[src/rtl/prio_bus_arbiter.sv]
module prio_bus_arbiter #(
  parameter int          NM     = 3,
  parameter logic [15:0] HALT_A = 16'hFFFF,
  parameter logic [15:0] HALT_B = 16'hEFFF
) (
  input  logic          clk,
  input  logic          rst_n,
  input  logic [NM-1:0] bus_req,
  output logic [NM-1:0] bus_ack,
  output logic [NM-1:0] bus_owner,
  input  logic          cyc_end,
  input  logic          rel_req,
  output logic          rel_ack,
  input  logic          rfsh_req,
  output logic          rfsh_gnt,
  input  logic          xacc_req,
  output logic          xacc_gnt,
  input  logic          sleep_mode,
  input  logic [15:0]   stop_word
);
  localparam logic [NM-1:0] DEF_OWNER = NM'(1);

  logic [NM-1:0] pick;
  always_comb begin
    pick = '0;
    for (int i = 0; i < NM; i++)
      if (bus_req[i]) pick = NM'(1) << i;
  end

  wire holding  = |(bus_ack & bus_req);
  wire rel_halt = sleep_mode && (stop_word == HALT_A || stop_word == HALT_B);
  wire rel_nx   = rel_req && !rel_halt && (rel_ack || !rfsh_req);

  always_ff @(posedge clk) begin
    if (!rst_n) begin
      bus_ack   <= '0;
      bus_owner <= DEF_OWNER;
      rel_ack   <= 1'b0;
      rfsh_gnt  <= 1'b0;
      xacc_gnt  <= 1'b0;
    end else begin
      if (cyc_end && !holding) begin
        bus_ack   <= pick;
        bus_owner <= (|pick) ? pick : DEF_OWNER;
      end
      rel_ack  <= rel_nx;
      rfsh_gnt <= rfsh_req && !rel_nx;
      xacc_gnt <= xacc_req && (|bus_ack) && !rel_nx;
    end
  end
endmodule

[config.mk]
export PLATFORM = sky130hd
export DESIGN_NAME = prio_bus_arbiter
export DESIGN_NICKNAME = d
export VERILOG_FILES = /design/src/rtl/prio_bus_arbiter.sv
export SDC_FILE = /design/constraint.sdc
export NUM_CORES = 1
export LEC_CHECK = 0
export BUFFER_PORTS_ARGS = -buffer_cell sky130_fd_sc_hd__buf_2
export CORE_AREA = 2 2 39 41
export CTS_CLUSTER_DIAMETER = 150
export DETAILED_ROUTE_END_ITERATION = 8
export DIE_AREA = 0 0 41 43
export HOLD_SLACK_MARGIN = 0.12
export PLACE_DENSITY = 0.6
export SYNTH_ARGS = -nofsm -noshare
export SYNTH_HDL_FRONTEND = slang
export SYNTH_SLANG_ARGS = --single-unit
[constraint.sdc]
create_clock -name clk -period 1.3 [get_ports clk]
set_input_delay 0.26 -clock clk [delete_from_list [all_inputs] [get_ports clk]]
set_output_delay 0.26 -clock clk [all_outputs]
set_load 0.01 [all_outputs]
# [After elaboration in Yosys (flattened, before gate mapping)]
# Index checks and enable logic that the tools add are counted.
[totals] register_bits=9 output_inout_bits=9 wordCells=28
[classes] eq_ne=2 n_mux=4 bitwise_logic=1 reduce_logical=16
[op_table] operator="$eq A16 B16 Y1 const B" n=2
[op_table] operator="$mux W3" n=3
[op_table] operator="$reduce_or A3 Y1" n=3
[op_table] operator="$logic_and A1 B1 Y1" n=7
[op_table] operator="$logic_not A1 Y1" n=4
[op_table] operator="$and A3 B3 Y3" n=1
[op_table] operator="$logic_or A1 B1 Y1" n=2
[op_table] operator="$mux W1" n=1

# [Logic depth before layout (Yosys ltp)]
[logic_depth] depth_word=8 mapped_depth=3 ltp_nobuf=3

# [Worst setup path before layout]
# OpenSTA, ideal clock, no wires.
[synth_timing] path_type="register to register" from="register bus_ack[2]" to="register bus_owner[0]" setup_time_ps=62 t_arrival_ps=1104 required_time_ps=1238 path_slack_ps=134 stages_incl_launch_ff=4 cell_sequence="dfxtp_1 a21bo_2 or4_1 nand3_1"
[synth_between] elab_chain_cells=4
[synth_rtl] item="from (decl)" line_no="9" source="output logic [NM-1:0] bus_ack,"
[synth_rtl] item="from (signal assigned)" line_no="43" source="bus_ack <= pick;"
[synth_rtl] item="$and A3 B3 Y3" line_no="30" source="wire holding = |(bus_ack & bus_req);"
[synth_rtl] item="$reduce_or A3 Y1" line_no="30"
[synth_rtl] item="$logic_not A1 Y1" line_no="42" source="if (cyc_end && !holding) begin"
[synth_rtl] item="$logic_and A1 B1 Y1" line_no="42"
[synth_rtl] item="to (signal assigned)" line_no="44" source="bus_owner <= (|pick) ? pick : DEF_OWNER;"
[synth_rtl] item="to (decl)" line_no="10" source="output logic [NM-1:0] bus_owner,"
# No other way between the ends.
# A chain may end at the register's enable or synchronous reset.

# [Final worst setup path]
# Ends and elaborated chain as after synthesis.

==> results.json <==
{
  "outcome": "finished clean",
  "hold_viol": 0,
  "htree_levels": 1,
  "clk_path_buf_depth": 2,
  "maxSlewViolCount": 0,
  "cap_viol_max_count": 0,
  "nFillCells": 147,
  "die_area_mm2": 0.00176,
  "dr.pass1.iters": 4,
  "io_pins": 35,
  "syn_nets": 65,
  "r2r_slack_ns": 0.12,
  "die_w_um": 41,
  "worst-r2r-cell-count": 3,
  "crit_path_end_kind": "flip-flop",
  "cts_hold_buf": 0,
  "dp_slack_ns": 0.0115,
  "cts.clk_slew.worst_paths_ns": 0.05,
  "start_util_pct": 26.6,
  "postCtsResizedCells": 0,
  "syn_to_final_growth_pct": 58.5,
  "nNetsFinal": 104,
  "cellPowerDensity_mw_per_mm2": 952,
  "routabilityCongestion": 0.822,
  "drtAntennaViolNets": 0,
  "wirelength_mm": 1.03,
  "final_cell_mix": "buf_2 (33), dfxtp_1 (8), a21oi_1 (5)",
  "leakagePower_uw": 0.000284,
  "fin_crit_ns": 1.18,
  "worst_slew_pin_slew_ns": 0.284,
  "clock_latency_ns": 0.25,
  "r2r_end": "bus_owner[0]",
  "grtUsageTotal_pct": 12.7,
  "layout_commonest_cell": "buf_2",
  "cts_tree": "built",
  "vias_per_cell": 4.82,
  "chipHeight_um": 43,
  "min_path_type": "primary input to flip-flop",
  "cts_made_buffers": 3,
  "clockRootBuffer": "clkbuf_4",
  "avgSynthCellArea_um2": 9.43,
  "period_share_pct": 90.6,
  "skew_ns": 0.00410,
  "grt_max_degree": 7,
  "grt_pass1_vias": 387,
  "cp-startpoint": "bus_ack[2]",
  "antenna_found_initial": 0,
  "multi_input_area_um2": 193,
  "ys_seq_area_share_pct": 43.5,
  "crit_arrival_ns": 1.37,
  "worstPathMaxFanout": 5,
  "synth-seq-cells": 8,
  "worst_slack_ns": 0.122,
  "peakVddDrop_mv": 0.420,
  "port_buffers": 33,
  "synth_cells": 39,
  "synthDistinctLibCells": 20,
  "drcViolationCount": 0,
  "fin_tns_setup_ns": 0,
  "grt_pass1_wl_mm": 1.50,
  "seqCellArea_um2": 160,
  "clock.fmax_ghz": 0.849,
  "finalSetupViolCount": 0,
  "syn_area_um2": 368,
  "relSlewSlack_pct": 80.8,
  "rows": 14,
  "clkSinkCount": 8,
  "drive_above_1_share_pct": 53.9,
  "power_uw": 555,
  "cts_setup_buffers": 0,
  "utilization_pct": 42.1,
  "coreArea_mm2": 0.00138,
  "grt-ovfl-total": 0,
  "worst_setup_path_start_kind": "flip-flop",
  "crit_path_end": "bus_owner[0]",
  "antenna_cells": 0,
  "first_iter_violations": 11,
  "ys_warn_count": 0,
  "crit_type": "flip-flop to flip-flop",
  "wl_per_cell_um": 11.1,
  "r2r-start": "bus_ack[2]",
  "hpwl_um": 837,
  "grt_setup_unrepaired": "no",
  "cp.required_ns": 1.49,
  "vias": 443
}
-- flip-flops by register name (all words and copies together) (netlist names) --
name / count
bus_ack: 2
rfsh_gnt: 1
bus_owner: 3
rel_ack: 1
xacc_gnt: 1
-- metal layers --
layer  track usage, %  part of all wire (%)
met1             13.9                    43
met2             19.4                    47
met3             7.85                   9.1
met4             4.00                     0
met5                0                     0
-- worst max-delay path, cell delays in order (launching register included) --
cell and delay (ns):
dfxtp_1 0.33, a21bo_2 0.23, or4_1 0.46, nand3_1 0.09
-- cell usage after synthesis --
| cell type | n | area [µm²] |
|---|---|---|
| or4_4 | 1 | 11.3 |
| o311ai_0 | 1 | 8.76 |
| or4_1 | 1 | 7.51 |
| o21ai_0 | 2 | 10.0 |
| a22o_1 | 1 | 8.76 |
| or3_1 | 1 | 6.26 |
| inv_1 | 2 | 7.51 |
| nand4_1 | 4 | 25.0 |
| and3_1 | 1 | 6.26 |
| a211oi_2 | 1 | 12.5 |
| dfxtp_1 | 8 | 160 |
| a21bo_2 | 1 | 10.0 |
| nand3_1 | 1 | 5.00 |
| a21oi_1 | 5 | 25.0 |
| o21a_1 | 1 | 7.51 |
| nand4b_1 | 2 | 17.5 |
| buf_4 | 1 | 7.51 |
| or3b_1 | 1 | 8.76 |
| o21ai_1 | 3 | 15.0 |
| a22oi_1 | 1 | 7.51 |
-- how the worst min path moves through the flow --
stage	slack, ns	cells past startpoint	start	end
after floorplan	0.33	1	rst_n	bus_owner[0]
final	0.22	2	rst_n	bus_owner[0]
after global routing	0.21	2	rst_n	bus_owner[0]
after detailed placement	0.48	2	rst_n	bus_owner[0]
after CTS	0.21	2	rst_n	bus_owner[0]
after global placement	0.47	2	bus_owner[0]	bus_owner[0]
-- report_power, final --
part | total [µW] | internal (µW) | switching (µW)
clock | 187 | 105 | 81.1
combinational | 101 | 55.8 | 45.7
sequential | 267 | 259 | 8.20
total | 555 | 420 | 135
-- kinds of logic (layout without fill, tap and decap cells) --
group	count (synthesis)	after routing	share of synthesized area [%]
buffers and inverters	3	40	4.08
and+or+nand+nor	12	12	23.8
DFF	8	8	43.5
AOI/OAI and AO/OA	16	16	28.6
-- cell type report --
cell class | count | share of cell area, %
Sequential cell | 8 | 27.5
Multi-Input combinational cell | 28 | 33.0
Clock buffer | 3 | 3.86
Timing Repair Buffer | 35 | 30.9
Inverter | 2 | 1.29
Tap cell | 16 | 3.43
-- metrics by stage --
step	instances	area (µm²)	hold slack (ns)
2_1_floorplan	39	368	0.332
3_3_place_gp	89	561	0.469
3_5_place_dp	89	561	0.478
4_1_cts	92	583	0.213
5_1_grt	92	583	0.206
6_report	92	583	0.218
(Power assumes the default switching activity.)
